### src/rtl/dbgx_pkg.sv
// Package dbgx_pkg: positions and indices shared by the tracker and its checker.
// Assumes the status word is 32 bits and the three sticky flags are adjacent.
package dbgx_pkg;
    localparam int STAT_W      = 32;
    localparam int N_STICKY    = 3;
    localparam int STICKY_BASE = 6;            // lowest sticky bit in the status word
    localparam int IDX_PABT    = 0;            // status bit 6
    localparam int IDX_IABT    = 1;            // status bit 7
    localparam int IDX_UNDEF   = 2;            // status bit 8
    localparam int POS_PABT    = STICKY_BASE + IDX_PABT;
    localparam int POS_IABT    = STICKY_BASE + IDX_IABT;
    localparam int POS_UNDEF   = STICKY_BASE + IDX_UNDEF;
endpackage

### src/rtl/sticky_bank.sv
// Module sticky_bank: N independent sticky flags with write-one-to-clear.
// A set request in the same cycle as a clear request wins.
// Assumes set_i and clr_i are already qualified by the caller.
module sticky_bank #(
    parameter int N = 3
) (
    input  logic         clk,
    input  logic         rst_n,
    input  logic [N-1:0] set_i,
    input  logic [N-1:0] clr_i,
    output logic [N-1:0] q_o
);
    for (genvar i = 0; i < N; i++) begin : g_bit
        // Hold one flag: reset, set-priority update, clear.
        always_ff @(posedge clk) begin
            if (!rst_n)
                q_o[i] <= 1'b0;
            else if (set_i[i])
                q_o[i] <= 1'b1;
            else if (clr_i[i])
                q_o[i] <= 1'b0;
        end
    end
endmodule

### src/rtl/fault_capture.sv
// Module fault_capture: fault status and fault address registers.
// Loads both on a qualified precise abort and holds them otherwise.
// Assumes load_i is high for one cycle for each abort.
module fault_capture #(
    parameter int FS_W   = 5,
    parameter int ADDR_W = 32
) (
    input  logic              clk,
    input  logic              rst_n,
    input  logic              load_i,
    input  logic [FS_W-1:0]   fs_i,
    input  logic [ADDR_W-1:0] addr_i,
    output logic [FS_W-1:0]   fsr_o,
    output logic [ADDR_W-1:0] far_o
);
    // Capture the abort's status and address together.
    always_ff @(posedge clk) begin
        if (!rst_n) begin
            fsr_o <= '0;
            far_o <= '0;
        end else if (load_i) begin
            fsr_o <= fs_i;
            far_o <= addr_i;
        end
    end
endmodule

### src/rtl/entry_abort_latch.sv
// Module entry_abort_latch: holds an imprecise abort found by the entry barrier
// and hands it back as a one-cycle take pulse when the exit strobe comes.
// Assumes the entry and exit strobes never fall in the same cycle.
module entry_abort_latch #(
    parameter int TYPE_W = 2
) (
    input  logic              clk,
    input  logic              rst_n,
    input  logic              enter_i,
    input  logic              exit_i,
    input  logic              iabt_i,
    input  logic [TYPE_W-1:0] type_i,
    output logic              take_o,
    output logic [TYPE_W-1:0] take_type_o
);
    logic              pend_q;
    logic [TYPE_W-1:0] ptype_q;
    logic              fire;

    // Pulse condition: leaving debug state with an abort held.
    always_comb fire = exit_i && pend_q;

    // Pending flag and type: latch at entry, drop at exit.
    always_ff @(posedge clk) begin
        if (!rst_n) begin
            pend_q  <= 1'b0;
            ptype_q <= '0;
        end else if (enter_i && iabt_i) begin
            pend_q  <= 1'b1;
            ptype_q <= type_i;
        end else if (exit_i) begin
            pend_q  <= 1'b0;
        end
    end

    // Take pulse and the type that goes with it.
    always_ff @(posedge clk) begin
        if (!rst_n) begin
            take_o      <= 1'b0;
            take_type_o <= '0;
        end else begin
            take_o <= fire;
            if (fire)
                take_type_o <= ptype_q;
        end
    end
endmodule

### src/rtl/dbg_exc_tracker.sv
// Module dbg_exc_tracker: top level. Qualifies the exception events with the
// debug-state flag and the entry strobe, then drives the sticky bank, the fault
// registers and the entry-abort latch.
// Assumes in_debug is high from the cycle after dbg_enter up to and including
// the dbg_exit cycle.
module dbg_exc_tracker
    import dbgx_pkg::*;
#(
    parameter int FS_W   = 5,
    parameter int ADDR_W = 32,
    parameter int TYPE_W = 2
) (
    input  logic              clk,
    input  logic              rst_n,
    input  logic              in_debug,
    input  logic              dbg_enter,
    input  logic              dbg_exit,
    input  logic              ev_svc,
    input  logic              ev_smc,
    input  logic              ev_undef,
    input  logic              ev_pabt,
    input  logic [FS_W-1:0]   pabt_fs,
    input  logic [ADDR_W-1:0] pabt_addr,
    input  logic              ev_iabt,
    input  logic [TYPE_W-1:0] iabt_type,
    input  logic              clr_en,
    input  logic [STAT_W-1:0] clr_data,
    output logic [STAT_W-1:0] dsr,
    output logic [FS_W-1:0]   fsr,
    output logic [ADDR_W-1:0] far,
    output logic              suppress,
    output logic              take_iabt,
    output logic [TYPE_W-1:0] take_type
);
    logic [N_STICKY-1:0] set_v;
    logic [N_STICKY-1:0] clr_v;
    logic [N_STICKY-1:0] flag_v;

    // Qualify events: only debug state makes a sticky flag; entry-cycle aborts go to the latch.
    always_comb begin
        set_v            = '0;
        set_v[IDX_PABT]  = in_debug && ev_pabt;
        set_v[IDX_IABT]  = in_debug && ev_iabt && !dbg_enter;
        set_v[IDX_UNDEF] = in_debug && ev_undef;
    end

    // Map the clear-port bits onto the sticky flags.
    for (genvar i = 0; i < N_STICKY; i++) begin : g_clr
        assign clr_v[i] = clr_en && clr_data[STICKY_BASE+i];
    end

    // Absorb indicator: any exception seen while halted.
    always_comb suppress = in_debug && (ev_svc || ev_smc || ev_undef || ev_pabt || ev_iabt);

    // Build the status word with the flags at their fixed positions.
    always_comb begin
        dsr = '0;
        for (int i = 0; i < N_STICKY; i++)
            dsr[STICKY_BASE+i] = flag_v[i];
    end

    sticky_bank #(.N(N_STICKY)) u_sticky (
        .clk   (clk),
        .rst_n (rst_n),
        .set_i (set_v),
        .clr_i (clr_v),
        .q_o   (flag_v)
    );

    fault_capture #(.FS_W(FS_W), .ADDR_W(ADDR_W)) u_fault (
        .clk    (clk),
        .rst_n  (rst_n),
        .load_i (set_v[IDX_PABT]),
        .fs_i   (pabt_fs),
        .addr_i (pabt_addr),
        .fsr_o  (fsr),
        .far_o  (far)
    );

    entry_abort_latch #(.TYPE_W(TYPE_W)) u_entry (
        .clk         (clk),
        .rst_n       (rst_n),
        .enter_i     (dbg_enter),
        .exit_i      (dbg_exit),
        .iabt_i      (ev_iabt),
        .type_i      (iabt_type),
        .take_o      (take_iabt),
        .take_type_o (take_type)
    );
endmodule

### config.mk
export PLATFORM = sky130hd
export DESIGN_NAME = dbg_exc_tracker
export DESIGN_NICKNAME = d
export VERILOG_FILES = /design/src/rtl/dbgx_pkg.sv /design/src/rtl/sticky_bank.sv /design/src/rtl/fault_capture.sv /design/src/rtl/entry_abort_latch.sv /design/src/rtl/dbg_exc_tracker.sv
export SDC_FILE = /design/constraint.sdc
export NUM_CORES = 1
export LEC_CHECK = 0
export BUFFER_PORTS_ARGS = -buffer_cell sky130_fd_sc_hd__buf_2
export CAP_MARGIN = 20
export CORE_AREA = 2 2 68 102
export CTS_CLUSTER_DIAMETER = 50
export CTS_CLUSTER_SIZE = 14
export DETAILED_ROUTE_END_ITERATION = 16
export DIE_AREA = 0 0 70 104
export PLACE_DENSITY = 0.7
export SLEW_MARGIN = 10
export SYNTH_ARGS = -nofsm -noshare
export SYNTH_HDL_FRONTEND = slang
export SYNTH_SLANG_ARGS = --single-unit
### constraint.sdc
create_clock -name clk -period 1.21 [get_ports clk]
set_input_delay 0.1815 -clock clk [delete_from_list [all_inputs] [get_ports clk]]
set_output_delay 0.1815 -clock clk [all_outputs]
set_load 0.05 [all_outputs]
==> report_table.html <==
<table>
<tr><th>Metric</th><th>Value</th></tr>
<tr><th colspan="2">Placement</th></tr>
<tr><td>HPWL after detailed placement</td><td>around 3400 um</td></tr>
<tr><td>Last weighted congestion value of the routability-driven placer</td><td>0.724</td></tr>
<tr><td>IO buf count</td><td>96</td></tr>
<tr><td>Placement Cell Area</td><td>2600 um^2</td></tr>
<tr><td>Post-Place Worst Slack</td><td>-0.172 ns</td></tr>
<tr><th colspan="2">Power and ir drop</th></tr>
<tr><td>Relative contribution of the clock network to total power</td><td>0.282</td></tr>
<tr><td>Leakage Power</td><td>~1.3 nW</td></tr>
<tr><td>Cell internal power dissipation</td><td>2.26 mW</td></tr>
<tr><td>Power share of the combinational group</td><td>0.245</td></tr>
<tr><td>Sequential share of power</td><td>0.473</td></tr>
<tr><td>Pwr Total</td><td>3.41 mW</td></tr>
<tr><td>Cell Pwr Density</td><td>around 1300 nW/um^2</td></tr>
<tr><td>Switching Share</td><td>0.337</td></tr>
<tr><td>Switching component of the power</td><td>1.15 mW</td></tr>
<tr><td>IR Drop Worst-Case VDD</td><td>0.506 mV</td></tr>
<tr><th colspan="2">Min path</th></tr>
<tr><td>Class of the worst hold path</td><td>in2reg</td></tr>
<tr><th colspan="2">STA</th></tr>
<tr><td>Final hold slack</td><td>0.131 ns</td></tr>
<tr><td>Final worst slack</td><td>-0.117 ns</td></tr>
<tr><td>Measured slew at the worst slew-check pin</td><td>0.720 ns</td></tr>
<tr><td>Unrepaired setup endpoints after global routing</td><td>yes</td></tr>
<tr><td>Max-slew violation count</td><td>0</td></tr>
<tr><td>Share of the clock period used by the worst path after layout</td><td>1.10</td></tr>
<tr><td>Final TNS setup</td><td>-0.117 ns</td></tr>
<tr><td>Shortest clock period the worst path allows after layout</td><td>1.33 ns</td></tr>
<tr><td>Layout Skew</td><td>0.00898 ns</td></tr>
<tr><td>Highest clock frequency the design can meet</td><td>754 MHz</td></tr>
<tr><td>Final hold vios</td><td>0</td></tr>
<tr><td>Relative slew slack</td><td>0.520</td></tr>
<tr><td>Number of setup violations in the final report</td><td>1</td></tr>
<tr><th colspan="2">Route</th></tr>
<tr><td>Average vias per placed instance</td><td>4.78</td></tr>
<tr><td>Detailed Route Iter0 Violations</td><td>50</td></tr>
<tr><td>Wire per inst</td><td>12.2 um</td></tr>
<tr><td>Vias</td><td>1912</td></tr>
<tr><td>Iteration count of the initial detailed-routing pass</td><td>4</td></tr>
<tr><td>Total routed wirelength</td><td>4860 um</td></tr>
<tr><td>DRC violations left</td><td>0</td></tr>
<tr><td>Remaining number of nets flagged by the antenna check after routing</td><td>0</td></tr>
<tr><th colspan="2">GRT</th></tr>
<tr><td>Global-route usage over all layers</td><td>0.135</td></tr>
<tr><td>Number of global-route vias before repair</td><td>1786</td></tr>
<tr><td>Initial antenna violation count</td><td>0</td></tr>
<tr><td>Total congestion overflow after global routing</td><td>0</td></tr>
<tr><td>First-pass GRT wire length</td><td>8120 um</td></tr>
<tr><td>Largest net degree at the start of global routing</td><td>76</td></tr>
<tr><th colspan="2">Clock network</th></tr>
<tr><td>Clock root buffer</td><td>sky130_fd_sc_hd__clkbuf_8</td></tr>
<tr><td>Number of clock buffers inserted by TritonCTS</td><td>5</td></tr>
<tr><td>Clock latency at the later pin of the worst-skew pair</td><td>0.29 ns</td></tr>
<tr><td>CTS sink cnt</td><td>46</td></tr>
<tr><td>Worst-case clock buffer depth</td><td>2</td></tr>
<tr><td>CTS hold repair buffers</td><td>0</td></tr>
<tr><td>Clock tree from TritonCTS</td><td>built</td></tr>
<tr><td>H-tree level count</td><td>2</td></tr>
<tr><td>Reg clk slew, reported paths</td><td>0.09 ns</td></tr>
<tr><th colspan="2">Finish</th></tr>
<tr><td>Layout Cell Area excl Fill</td><td>2700 um^2</td></tr>
<tr><td>Proportion of layout cells with a drive suffix above 1</td><td>0.386</td></tr>
<tr><td>Area growth from synthesis to layout</td><td>24.4%</td></tr>
<tr><td>Final net count</td><td>405</td></tr>
<tr><td># diodes</td><td>0</td></tr>
<tr><th colspan="2">Synthesis</th></tr>
<tr><td>Fraction of the mapped netlist area in adder cells</td><td>0</td></tr>
<tr><td>Average instance area after synthesis</td><td>9.18 um^2</td></tr>
<tr><td>Post-synth cell types</td><td>17</td></tr>
<tr><td>Post-synthesis mux area share</td><td>0</td></tr>
<tr><td>Number of instances in the synthesized netlist</td><td>approximately 240</td></tr>
<tr><td>Cell area after technology mapping</td><td>approximately 2200 um^2</td></tr>
<tr><td>Sequential area share after synthesis</td><td>0.425</td></tr>
<tr><td>FF+latch count, synth</td><td>46</td></tr>
<tr><td>Warning count from the yosys run</td><td>0</td></tr>
<tr><td>Combinational family with the most area after synthesis</td><td>compound AO/OA/AOI/OAI gates</td></tr>
<tr><td>Share of the synthesized area in compound gates (AO/OA/AOI/OAI)</td><td>0.311</td></tr>
<tr><td>Share of the synthesized netlist area taken by xor and xnor gates</td><td>0</td></tr>
<tr><td>Post-synthesis simple-gate area fraction</td><td>0.113</td></tr>
<tr><th colspan="2">Critical path</th></tr>
<tr><td>Category of the worst setup path launch point</td><td>primary input</td></tr>
<tr><td>Endpoint type of the worst setup path</td><td>primary output</td></tr>
<tr><td>Required time worst endpoint</td><td>1.03 ns</td></tr>
<tr><td>Critical Setup Path Class</td><td>in2out</td></tr>
<tr><td>Crit path max fanout</td><td>2</td></tr>
<tr><td>Arr. time, crit path</td><td>1.15 ns</td></tr>
<tr><th colspan="2">Outcome</th></tr>
<tr><td>Violations in the final reports</td><td>negative setup slack</td></tr>
<tr><td>Status</td><td>finished, violations left</td></tr>
<tr><th colspan="2">Job</th></tr>
<tr><td>Reported max-cap violation count</td><td>0</td></tr>
<tr><th colspan="2">Floorplanning</th></tr>
<tr><td>Die X</td><td>about 70 um</td></tr>
<tr><td>Core region area</td><td>around 6400 um^2</td></tr>
<tr><td>Effective utilization at floorplan</td><td>0.339</td></tr>
<tr><td>Site row count</td><td>36</td></tr>
<tr><td>I/O pin total</td><td>155</td></tr>
<tr><td>Die ar.</td><td>7280 um^2</td></tr>
<tr><td>Die Y</td><td>104 um</td></tr>
</table>
==> repair_timing <==
action	4_1_cts	5_1_grt
gates resized for setup	2	0
endpoints found under the setup margin	1	1
pin swaps	0	0
buffers inserted	0	0
==> power by group through the flow <==
stage	Sequential, mW	Combinational [mW]	Clock, mW
final	1.61	0.837	0.961
after floorplan	1.86	0.495	0
after detailed placement	1.65	0.840	0
after global placement	1.64	0.833	0
after global routing	1.62	0.894	1.09
after CTS	1.61	0.845	1.01
==> worst max-delay path, stage by stage <==
cell                     delay, ns
sky130_fd_sc_hd__buf_2        0.10
sky130_fd_sc_hd__or4_1        0.50
sky130_fd_sc_hd__o21a_2       0.21
sky130_fd_sc_hd__buf_6        0.15
==> layout by cell type, fill, tap and decap left out, drive strengths merged <==
cell    count
buf       102
and3        1
o21a        1
inv         1
nand2       3
a21bo      44
conb       29
nand2b      1
clkbuf      7
nand3      41
nand3b      1
dfxtp      46
or4         1
clkinv      1
a21oi      45
==> cells by family after synthesis <==
logic type | count (synthesis)
other cells | 1
compound gates | 90
flops | 46
simple gates | 48
buf+inv | 51
==> final timing paths <==
path,startpoint,end,cells after the start,slack [ns]
worst max-delay path,ev_pabt,suppress,4,-0.12
worst min-delay path,iabt_type[1],u_entry.ptype_q[1],3,0.13
worst max register to register,u_entry.ptype_q[0],u_entry.ptype_q[0],2,0.44
worst min register to register,u_entry.ptype_q[1],u_entry.take_type_o[1],2,0.49
==> cells in the mapped netlist <==
| master | instances | area (um^2) |
|---|---|---|
| sky130_fd_sc_hd__a21bo_1 | 30 | 300 |
| sky130_fd_sc_hd__a21bo_2 | 14 | 140 |
| sky130_fd_sc_hd__a21oi_1 | 45 | 225 |
| sky130_fd_sc_hd__and3_1 | 1 | 6.26 |
| sky130_fd_sc_hd__buf_1 | 1 | 3.75 |
| sky130_fd_sc_hd__buf_2 | 10 | 50.1 |
| sky130_fd_sc_hd__buf_4 | 32 | 240 |
| sky130_fd_sc_hd__clkbuf_1 | 7 | 26.3 |
| sky130_fd_sc_hd__conb_1 | 1 | 3.75 |
| sky130_fd_sc_hd__dfxtp_1 | 46 | 921 |
| sky130_fd_sc_hd__inv_2 | 1 | 3.75 |
| sky130_fd_sc_hd__nand2_1 | 3 | 11.3 |
| sky130_fd_sc_hd__nand2b_1 | 1 | 6.26 |
| sky130_fd_sc_hd__nand3_1 | 41 | 205 |
| sky130_fd_sc_hd__nand3b_1 | 1 | 7.51 |
| sky130_fd_sc_hd__o21a_1 | 1 | 7.51 |
| sky130_fd_sc_hd__or4_1 | 1 | 7.51 |
==> through the flow <==
step	utilization	instances
after floorplan	-	264
after global placement	0.406	392
after detailed placement	0.406	392
after CTS	0.421	400
after global routing	0.421	400
final	0.421	400
==> per-layer routing <==
layer / global-route usage / vias up / part of all wire
li1: - / 938 / -
met2: 0.259 / 73 / 0.53
met4: 0.0412 / 0 / 0.0086
met5: 0 / - / 0
met3: 0.0242 / 4 / 0.059
met1: 0.146 / 897 / 0.40
==> sequential cells by signal (all words and copies together) (netlist names) <==
signal,cells
u_fault.far_o,32
u_entry.take_type_o,2
u_entry.take_o,1
u_entry.ptype_q,2
u_sticky.q_o,3
u_entry.pend_q,1
u_fault.fsr_o,5
==> layout make-up <==
cell class | instances | area (um^2)
Multi-Input combinational cell | 167 | 1030
Clock buffer | 7 | 86.3
Sequential cell | 46 | 921
Fill cell | 675 | 3700
Tap cell | 76 | 95.1
Timing Repair Buffer | 102 | 557
Clock inverter | 1 | 5.00
Inverter | 1 | 3.75
Power figures use the tool's default switching activity.
